`config.mk`:
```
export PLATFORM = sky130hd
export DESIGN_NAME = swap_port
export DESIGN_NICKNAME = d
export VERILOG_FILES = /design/src/rtl/swap_pkg.sv /design/src/rtl/swap_ctrl.sv /design/src/rtl/swap_dp.sv /design/src/rtl/swap_port.sv
export SDC_FILE = /design/constraint.sdc
export NUM_CORES = 1
export LEC_CHECK = 0
export BUFFER_PORTS_ARGS = -buffer_cell sky130_fd_sc_hd__buf_4
export CORE_AREA = 2 2 39 41
export CTS_BUF_LIST = sky130_fd_sc_hd__clkbuf_2
export DETAILED_ROUTE_END_ITERATION = 7
export DIE_AREA = 0 0 41 43
export PLACE_DENSITY = 0.37
export SYNTH_ARGS = -nofsm -noshare
export SYNTH_HDL_FRONTEND = slang
export SYNTH_SLANG_ARGS = --single-unit
```
`constraint.sdc`:
```
create_clock -name clk -period 1.1 [get_ports clk]
set_input_delay 0.22 -clock clk [delete_from_list [all_inputs] [get_ports clk]]
set_output_delay 0.22 -clock clk [all_outputs]
set_load 0.01 [all_outputs]
```
`src/rtl/swap_pkg.sv`:
```
package swap_pkg;
  localparam int MASK_BIT = 0;
  localparam int SWAP_BIT = 1;
  localparam int SEL_BIT  = 2;
  localparam int REG_W    = SEL_BIT + 1;

  typedef struct packed {
    logic loadReg;
    logic autoSwap;
  } swapStrobe_t;
endpackage

```
`src/rtl/swap_ctrl.sv`:
```
module swap_ctrl
  import swap_pkg::*;
(
  input  logic        clk,
  input  logic        rstN,
  input  logic        cs,
  input  logic        wr,
  input  logic        selB,
  input  logic        maskOn,
  input  logic        irqIn,
  input  logic        nmiIn,
  output swapStrobe_t strobe,
  output logic        irqA,
  output logic        nmiA,
  output logic        irqB,
  output logic        nmiB
);
  logic routeA;
  logic anyReq;

  always_comb begin
    anyReq          = irqIn | nmiIn;
    routeA          = ~selB & ~maskOn;
    strobe.loadReg  = cs & wr;
    strobe.autoSwap = ~selB & maskOn & anyReq;
    irqA            = routeA & irqIn;
    nmiA            = routeA & nmiIn;
    irqB            = selB & irqIn;
    nmiB            = selB & nmiIn;
  end

  // the idle processor never sees a request
  p_idle_cpu_quiet_r9: assert property (@(posedge clk) disable iff (!rstN)
    (selB |-> !(irqA || nmiA)) and (!selB |-> !(irqB || nmiB)));

  // an armed mask on CPU A blocks everything
  p_mask_blocks_r4: assert property (@(posedge clk) disable iff (!rstN)
    (!selB && maskOn) |-> !(irqA || nmiA || irqB || nmiB));

  // CPU B gets every request whatever the mask
  p_cpu_b_routes_r6: assert property (@(posedge clk) disable iff (!rstN)
    selB |-> (irqB == irqIn && nmiB == nmiIn));
endmodule

```
`src/rtl/swap_dp.sv`:
```
module swap_dp
  import swap_pkg::*;
(
  input  logic             clk,
  input  logic             rstN,
  input  swapStrobe_t      strobe,
  input  logic [REG_W-1:0] dataIn,
  output logic             selB,
  output logic             maskOn,
  output logic             swapInt
);
  always_ff @(posedge clk or negedge rstN) begin
    if (!rstN) begin
      selB    <= 1'b0;
      maskOn  <= 1'b0;
      swapInt <= 1'b0;
    end else if (strobe.loadReg) begin
      selB    <= dataIn[SEL_BIT];
      maskOn  <= dataIn[MASK_BIT];
      swapInt <= dataIn[SWAP_BIT];
    end else if (strobe.autoSwap) begin
      selB    <= 1'b1;
    end
  end

  // a write loads all three fields, auto-swap or not
  p_write_loads_r2: assert property (@(posedge clk) disable iff (!rstN)
    strobe.loadReg |=> (selB == $past(dataIn[SEL_BIT]) &&
                        maskOn == $past(dataIn[MASK_BIT]) &&
                        swapInt == $past(dataIn[SWAP_BIT])));

  // the auto-swap lands on CPU B next edge
  p_auto_swap_r5: assert property (@(posedge clk) disable iff (!rstN)
    (strobe.autoSwap && !strobe.loadReg) |=> selB);

  // swapInt and the mask hold without a write
  p_swapint_holds_r7: assert property (@(posedge clk) disable iff (!rstN)
    !strobe.loadReg |=> ($stable(swapInt) && $stable(maskOn)));
endmodule

```
`src/rtl/swap_port.sv`:
```
module swap_port
  import swap_pkg::*;
(
  input  logic             clk,
  input  logic             rstN,
  input  logic             cs,
  input  logic             wr,
  input  logic [REG_W-1:0] dataIn,
  input  logic             irqIn,
  input  logic             nmiIn,
  output logic             selB,
  output logic             swapInt,
  output logic             irqA,
  output logic             nmiA,
  output logic             irqB,
  output logic             nmiB
);
  swapStrobe_t strobe;
  logic        maskOn;

  swap_ctrl u_ctrl (
    .clk(clk), .rstN(rstN), .cs(cs), .wr(wr), .selB(selB), .maskOn(maskOn),
    .irqIn(irqIn), .nmiIn(nmiIn), .strobe(strobe),
    .irqA(irqA), .nmiA(nmiA), .irqB(irqB), .nmiB(nmiB)
  );

  swap_dp u_dp (
    .clk(clk), .rstN(rstN), .strobe(strobe), .dataIn(dataIn),
    .selB(selB), .maskOn(maskOn), .swapInt(swapInt)
  );
endmodule

```
==> results.json, run 1 <==
{
  "grt_max_degree": 7,
  "fin_util_pct": 24.6,
  "ant_nets": 0,
  "rows": 14,
  "critPathLaunchType": "flip-flop",
  "hold_depth": 2,
  "antenna_cells": 0,
  "drc_errors": 0,
  "h-tree-depth": 1,
  "synth_fp_nets": 22,
  "cts_root_buf": "clkbuf_2",
  "path_class": "reg2out",
  "whs_ns": 0.248,
  "synth_top_area_share_pct": 47.6,
  "synth_cells": 13,
  "start_util_pct": 11.4,
  "fin_crit_sh_pct": 107,
  "grt_pass1_wl_um": 724,
  "internal_power_mw": 0.305,
  "drive_gt1_share_pct": 78.8,
  "cts_buffers": 3,
  "skew_ns": 0.00391,
  "ys_seq_elements": 3,
  "wire_per_inst_um": 9.39,
  "worst_hold_path_type": "in2reg",
  "final_cell_mix": "buf_4, clkbuf_2",
  "ir_worst_vdd_mv": 0.742,
  "status": "finished with violations",
  "switchingPower_mw": 0.114,
  "yosysUniqueCellTypes": 8,
  "fmax_mhz": 853,
  "dp.cells": 43,
  "io_pins": 15,
  "r2r_setup_slack_ns": 0.18,
  "synth_area_sq_um": 158,
  "hold_path_end": "u_dp.maskOn$_DFFE_PN0P_",
  "die_area_sq_um": 1760,
  "yosysTopAreaCell": "dfrtp_1",
  "hp-start": "dataIn[0]",
  "violations": "negative setup slack",
  "final_common_cell": "buf_4",
  "portBuffers": 14,
  "cts_tree": "built",
  "overflow": 0,
  "power.share.clock_pct": 36.6,
  "leakagePower_nw": 0.165,
  "nets": 43,
  "die_x_um": 41,
  "grtUsageTotal_pct": 6.96,
  "r2r_start": "u_dp.maskOn$_DFFE_PN0P_",
  "setup-tns-final_ns": -0.195,
  "relSlewSlack_pct": 89.7,
  "crit_path_max_fanout": 6,
  "crit_arrival_ns": 0.95,
  "fin_ws_ns": -0.0720,
  "post-place-ws_ns": 0.119,
  "grt_pass1_vias": 169,
  "r2r_end": "u_dp.maskOn$_DFFE_PN0P_",
  "tightestPinTransition_ns": 0.154,
  "fin_cells": 49,
  "end_kind": "primary output",
  "vias": 171,
  "yosysSeqAreaShare_pct": 47.6,
  "syn_to_final_growth_pct": 116,
  "synth_area_leaders": "dfrtp_1, mux2_4, nor3b_1",
  "setup_viol": 4,
  "cts_buffer_depth": 2,
  "critPathRequiredTime_ns": 0.88,
  "clk_latency_ns": 0.20,
  "coreArea_sq_um": 1380,
  "grt_antenna_before_repair": 0,
  "period_needed_ns": 1.17,
  "cts.sinks": 3,
  "total_power_mw": 0.419,
  "synth_area_per_cell_sq_um": 12.1,
  "place_congestion": 0.562,
  "yosysWarnings": 0,
  "design_area_sq_um": 340,
  "p_per_area_nw_per_um2": 1230,
  "dr.pass1.iters": 2,
  "combPwrFrac_pct": 29.0,
  "drv_cap": 0,
  "place_area_sq_um": 283,
  "drtIter0Drc": 1,
  "hold_viol": 0,
  "p_seq_share_pct": 34.4,
  "final-max-slew-violation-count": 0,
  "via_per_inst": 3.49,
  "switching_share_pct": 27.2,
  "chipHeight_um": 43,
  "path_clk_slew_ns": 0.04,
  "rsz0062_at_grt": "true",
  "r2r_cells": 2,
  "routed_wirelength_um": 460
}
[per-layer routing]
| layer | GRT usage, % | up-vias | routed length (um) |
|---|---|---|---|
| met5 | 0 | - | 0 |
| met4 | 4.00 | 0 | 0 |
| met3 | 8.90 | 0 | 129 |
| met2 | 7.19 | 18 | 163 |
| met1 | 7.49 | 67 | 167 |
| li1 | - | 86 | - |
[worst max path at each step]
| stage | from | endpoint | slack, ns | depth (start not counted) |
|---|---|---|---|---|
| 6_report | u_dp.selB$_DFFE_PN0P_ | nmiA | -0.07 | 2 |
| 2_1_floorplan | u_dp.selB$_DFFE_PN0P_ | irqA | 0.12 | 1 |
| 4_1_cts | u_dp.selB$_DFFE_PN0P_ | irqA | -0.09 | 2 |
| 3_3_place_gp | u_dp.maskOn$_DFFE_PN0P_ | nmiA | 0.14 | 2 |
| 3_5_place_dp | u_dp.selB$_DFFE_PN0P_ | irqA | 0.12 | 2 |
| 5_1_grt | u_dp.selB$_DFFE_PN0P_ | nmiA | -0.12 | 2 |
[worst max-delay path, stage by stage, from the launching register on]
cell,delay (ns)
dfrtp_2,0.43
nor3b_2,0.17
buf_4,0.14
[logic make-up (layout without fill, tap and decap cells)]
kind of cell           after synthesis  in the layout  synth area share (%)
buffers and inverters                0             20                     0
and+or+nand+nor                      5              5                  21.4
AOI/OAI and AO/OA                    3              3                  11.9
DFF                                  3              3                  47.6
muxes                                2              2                  19.0
[repair_timing]
item | in CTS | in global routing
hold buffers | 1 | 0
resized for setup | 4 | 2
endpoints found under the hold margin | 3 | 0
buffers inserted | 0 | 1
setup endpoints to repair | 4 | 4
[cells in the mapped netlist, drive strengths merged]
| cell type | n |
|---|---|
| dfrtp | 3 |
| a2bb2oi | 1 |
| nand2 | 1 |
| and2 | 2 |
| a21oi | 1 |
| o21ai | 1 |
| nor3b | 2 |
| mux2 | 2 |
[area by class of cell]
type                            instances  area, sq um
Fill cell                             146         1040
Timing Repair Buffer                   16          130
Multi-Input combinational cell         10         92.6
Sequential cell                         3         77.6
Clock buffer                            4         20.0
Tap cell                               16         20.0
[state kept, by name (all words and copies together) (netlist names)]
register / count
u_dp.selB: 1
u_dp.swapInt: 1
u_dp.maskOn: 1
[power by group through the flow]
| stage | logic, mW | registers (mW) | clock network (mW) |
|---|---|---|---|
| after floorplan | 0.0404 | 0.143 | 0 |
| after global placement | 0.104 | 0.140 | 0 |
| after detailed placement | 0.105 | 0.141 | 0 |
| after CTS | 0.114 | 0.143 | 0.162 |
| after global routing | 0.134 | 0.149 | 0.167 |
| final | 0.121 | 0.144 | 0.153 |
Power figures use the tool's default switching activity.
==> run 2: changes to the inputs <==
--- a/config.mk
+++ b/config.mk
@@ -10,7 +10,9 @@
 export CTS_BUF_LIST = sky130_fd_sc_hd__clkbuf_2
 export DETAILED_ROUTE_END_ITERATION = 7
 export DIE_AREA = 0 0 41 43
+export HOLD_SLACK_MARGIN = 0.12
 export PLACE_DENSITY = 0.37
 export SYNTH_ARGS = -nofsm -noshare
 export SYNTH_HDL_FRONTEND = slang
+export SYNTH_HIERARCHICAL = 1
 export SYNTH_SLANG_ARGS = --single-unit
==> results.json, run 2 <==
{
  "synth_cells": 15,
  "nets": 46,
  "fin_ws_ns": -0.0742,
  "chipHeight_um": 43,
  "async_reset_ff_share_pct": 100,
  "path_class": "reg2out",
  "cts_root_buf": "clkbuf_2",
  "rows": 14,
  "grtUsageTotal_pct": 6.54,
  "startpoint": "u_dp/selB$_DFFE_PN0P_",
  "cts_buffers": 3,
  "dp_hpwl_um": 353,
  "antenna_cells": 0,
  "die_area_sq_um": 1760,
  "die_x_um": 41,
  "yosysWarnings": 6,
  "grt_pass1_wl_um": 724,
  "hold_viol": 0,
  "cts.sinks": 3,
  "grt_pass1_vias": 186,
  "yosysSeqAreaShare_pct": 46.2,
  "seq_area_sq_um": 76.3,
  "path_clk_slew_ns": 0.04,
  "final_cell_mix": "buf_4, clkbuf_2, nor3b_2",
  "multi_input_area_sq_um": 97.6,
  "fin_util_pct": 24.9,
  "cts_tree": "built",
  "synth_area_leaders": "dfrtp_1, mux2_2, and2_2",
  "worst_hold_path_type": "in2reg",
  "synth_fp_nets": 24,
  "final-max-slew-violation-count": 0,
  "via_per_inst": 3.73,
  "yosysTopAreaCell": "dfrtp_1",
  "grt_max_degree": 7,
  "start_util_pct": 11.8,
  "period_needed_ns": 1.17,
  "r2r_start": "u_dp/selB$_DFFE_PN0P_",
  "grt_antenna_before_repair": 0,
  "io_pins": 15,
  "synth_top_area_share_pct": 46.2,
  "design_area_sq_um": 344,
  "skew_ns": 0.000194,
  "portBuffers": 14,
  "crit_arrival_ns": 0.95,
  "critPathLaunchType": "flip-flop",
  "place_congestion": 0.620,
  "overflow": 0,
  "synthTopCellsByCount": "dfrtp_1, and2_2, mux2_2, nor2_1, nor3b_1",
  "critPathRequiredTime_ns": 0.88,
  "yosysUniqueCellTypes": 9,
  "vias": 194,
  "fin_crit_sh_pct": 107,
  "end_kind": "primary output",
  "status": "finished with violations",
  "relSlewSlack_pct": 90.3,
  "largestRegisters": "u_dp/maskOn x1, u_dp/selB x1, u_dp/swapInt x1",
  "drc_errors": 0,
  "yosysMostFrequentCell": "dfrtp_1",
  "synth_ff_type": "dfrtp_1",
  "violations": "negative setup slack",
  "dr.pass1.iters": 2,
  "crit_path_max_fanout": 6,
  "rsz0062_at_grt": "true",
  "drive_gt1_share_pct": 77.8,
  "synth_enable_flop_cells": 0,
  "synth_area_per_cell_sq_um": 10.8,
  "post-place-ws_ns": 0.0764,
  "setup_viol": 4,
  "leakagePower_nw": 0.167,
  "fmax_mhz": 852,
  "drtIter0Drc": 7,
  "final_common_cell": "buf_4",
  "clk_latency_ns": 0.20,
  "synth_area_sq_um": 163,
  "ir_worst_vdd_mv": 0.799,
  "syn_to_final_growth_pct": 112,
  "ant_nets": 0,
  "tightestPinTransition_ns": 0.145,
  "ys_seq_elements": 3,
  "wire_per_inst_um": 9.38,
  "coreArea_sq_um": 1380,
  "fillers": 157,
  "routed_wirelength_um": 488,
  "hp-start": "dataIn[2]",
  "p_per_area_nw_per_um2": 1340,
  "drv_cap": 0,
  "cts_buffer_depth": 2,
  "h-tree-depth": 1,
  "place_area_sq_um": 288
}
run 2: kinds of logic after synthesis:
family / after synthesis / share of synthesized area (%)
muxes: 2 / 13.8
AOI/OAI and AO/OA: 1 / 3.07
DFF: 3 / 46.2
and+or+nand+nor: 9 / 36.9
run 2: routing by layer:
metal / track usage, % / routed length (um)
met5: 0 / 0
met3: 6.81 / 78
met1: 5.50 / 185
met2: 10.0 / 224
met4: 2.00 / 0
run 2: layout make-up:
type | count | area share [%]
clock buffer | 4 | 5.82
multi-input combinational | 12 | 28.4
sequential | 3 | 22.2
tap | 16 | 5.82
timing repair buffer | 17 | 37.8
run 2: per-stage QoR:
step           cells  hold slack [ns]  TNS, ns  total power [mW]
2_1_floorplan     15          -0.0756        0             0.202
3_3_place_gp      45           0.0111        0             0.275
3_5_place_dp      45           0.0135        0             0.280
4_1_cts           52            0.222   -0.313             0.472
5_1_grt           52            0.220   -0.533             0.505
6_report          52            0.231   -0.277             0.460
run 2: report_power, final:
part	switching [mW]	leakage, nW	total (mW)	internal (mW)
combinational	0.0540	0.116	0.154	0.0998
clock	0.0578	0.0166	0.154	0.0959
sequential	0.0224	0.0341	0.153	0.130
run 2: timing repair:
item / 4_1_cts / 5_1_grt
buffers inserted: 2 / 0
hold endpoints to repair: 3 / 0
resized for setup: 3 / 0
setup endpoints to repair: 4 / 4
hold buffers: 1 / 0
run 2: critical path, cell delays in order (launching register included):
cell     delay (ns)
dfrtp_2        0.44
nor3b_2        0.17
buf_4          0.14
run 2: worst paths after layout:
path / end / slack, ns / cells after the start
min in group asynchronous: u_dp/selB$_DFFE_PN0P_ / 0.35 / 2
max in group asynchronous: u_dp/selB$_DFFE_PN0P_ / 0.64 / 2
worst min register to register: u_dp/swapInt$_DFFE_PN0P_ / 0.53 / 1
worst max register to register: u_dp/selB$_DFFE_PN0P_ / 0.09 / 4
worst max-delay path: irqA / -0.07 / 2
worst min-delay path: u_dp/selB$_DFFE_PN0P_ / 0.23 / 3
==> run 3: changes to the inputs <==
--- a/config.mk
+++ b/config.mk
@@ -10,7 +10,9 @@
 export CTS_BUF_LIST = sky130_fd_sc_hd__clkbuf_2
 export DETAILED_ROUTE_END_ITERATION = 7
 export DIE_AREA = 0 0 41 43
+export GPL_TIMING_DRIVEN = 0
 export HOLD_SLACK_MARGIN = 0.12
+export MAX_ROUTING_LAYER = met4
 export PLACE_DENSITY = 0.37
 export SYNTH_ARGS = -nofsm -noshare
 export SYNTH_HDL_FRONTEND = slang
==> results.json, run 3 (synthesis results as in run 2) <==
{
  "dp_hpwl_um": 333,
  "wire_per_inst_um": 8.10,
  "end_kind": "primary output",
  "ant_nets": 0,
  "design_area_sq_um": 342,
  "vias": 189,
  "worst_hold_path_type": "in2reg",
  "leakagePower_nw": 0.164,
  "final-max-slew-violation-count": 0,
  "r2r_start": "u_dp/selB$_DFFE_PN0P_",
  "grtUsageTotal_pct": 5.99,
  "drtIter0Drc": 0,
  "grt_pass1_vias": 174,
  "h-tree-depth": 1,
  "portBuffers": 14,
  "rsz0062_at_grt": "true",
  "p_per_area_nw_per_um2": 1340,
  "syn_to_final_growth_pct": 110,
  "crit_path_max_fanout": 6,
  "fin_util_pct": 24.7,
  "violations": "negative setup slack",
  "path_class": "reg2out",
  "antenna_cells": 0,
  "final_common_cell": "buf_4",
  "r2r_end": "u_dp/selB$_DFFE_PN0P_",
  "rows": 14,
  "r2r_setup_slack_ns": 0.11,
  "die_area_sq_um": 1760,
  "overflow": 0,
  "cp_slowest_stage_delay_ns": 0.43,
  "status": "finished with violations",
  "grt_antenna_before_repair": 0,
  "cts_buffer_depth": 2,
  "critPathSlowestCell": "dfrtp_2",
  "worstPathCellList": "and2_2 -> buf_4",
  "via_per_inst": 3.71,
  "ir_worst_vdd_mv": 0.551,
  "grt_pass1_wl_um": 614,
  "routed_wirelength_um": 413,
  "path_clk_slew_ns": 0.04,
  "critPathRequiredTime_ns": 0.88,
  "hp-start": "dataIn[2]",
  "hold_viol": 0,
  "post-place-ws_ns": 0.0846,
  "drv_cap": 0,
  "crit_arrival_ns": 0.95,
  "whs_ns": 0.230,
  "period_needed_ns": 1.17,
  "start_util_pct": 11.8,
  "final_cell_mix": "buf_4, clkbuf_2, nor3b_2",
  "drive_gt1_share_pct": 77.1,
  "setup_viol": 4,
  "die_x_um": 41,
  "setup-tns-final_ns": -0.220,
  "grt_max_degree": 7,
  "relSlewSlack_pct": 89.3,
  "chipHeight_um": 43,
  "place_congestion": 0.644,
  "skew_ns": 0.00000892,
  "fin_crit_sh_pct": 106,
  "r2r_cells": 4,
  "fin_ws_ns": -0.0683,
  "io_pins": 15,
  "cts_root_buf": "clkbuf_2",
  "cts_tree": "built",
  "hold_depth": 3,
  "hold_path_end": "u_dp/selB$_DFFE_PN0P_",
  "fmax_mhz": 856,
  "drc_errors": 0,
  "dr.pass1.iters": 1,
  "clk_latency_ns": 0.20,
  "critPathLaunchType": "flip-flop",
  "coreArea_sq_um": 1380,
  "nets": 45,
  "cts.sinks": 3,
  "place_area_sq_um": 288,
  "largestRegisters": "u_dp/maskOn x1, u_dp/selB x1, u_dp/swapInt x1",
  "cts_buffers": 3,
  "tightestPinTransition_ns": 0.161
}
[run 3: layout make-up]
cell class / count / area, sq um
Timing Repair Buffer: 16 / 126
Tap cell: 16 / 20.0
Fill cell: 149 / 1040
Clock buffer: 4 / 20.0
Sequential cell: 3 / 76.3
Multi-Input combinational cell: 12 / 98.8
[run 3: critical path: cells and delay by family, from the launching register on]
kind	cells	cell delay (ns)
and+or+nand+nor	1	0.18
buffers and inverters	1	0.14
DFF	1	0.43
[run 3: layer usage]
layer | GRT usage [%] | routed length (um)
met2 | 6.88 | 163
met5 | - | 0
met4 | 8.00 | 15
met1 | 5.54 | 156
met3 | 3.66 | 77
[run 3: through the flow]
stage | std cells | total power, mW
6_report | 51 | 0.457
5_1_grt | 51 | 0.488
4_1_cts | 51 | 0.465
3_5_place_dp | 45 | 0.279
3_3_place_gp | 45 | 0.275
2_1_floorplan | 15 | 0.202
[run 3: worst max path at each step]
stage,start,end,slack [ns],cells past startpoint
after floorplan,u_dp/selB$_DFFE_PN0P_,irqA,0.09,1
after global routing,u_dp/maskOn$_DFFE_PN0P_,nmiA,-0.13,2
after CTS,u_dp/maskOn$_DFFE_PN0P_,nmiA,-0.09,2
after global placement,u_dp/selB$_DFFE_PN0P_,irqA,0.12,2
final,u_dp/selB$_DFFE_PN0P_,irqB,-0.07,2
after detailed placement,u_dp/selB$_DFFE_PN0P_,nmiA,0.08,2
[run 3: power by group]
| group | internal (mW) | total (mW) | switching, mW |
|---|---|---|---|
| Combinational | 0.0994 | 0.151 | 0.0515 |
| Clock | 0.0958 | 0.153 | 0.0567 |
| Sequential | 0.131 | 0.153 | 0.0229 |
[run 3: what timing repair did]
item | 4_1_cts | 5_1_grt
resized for setup | 5 | 1
setup buffers | 1 | 0
hold buffers | 1 | 0
pin swaps | 0 | 1
hold endpoints to repair | 3 | 0
setup endpoints to repair | 4 | 5
cloned | 0 | 0
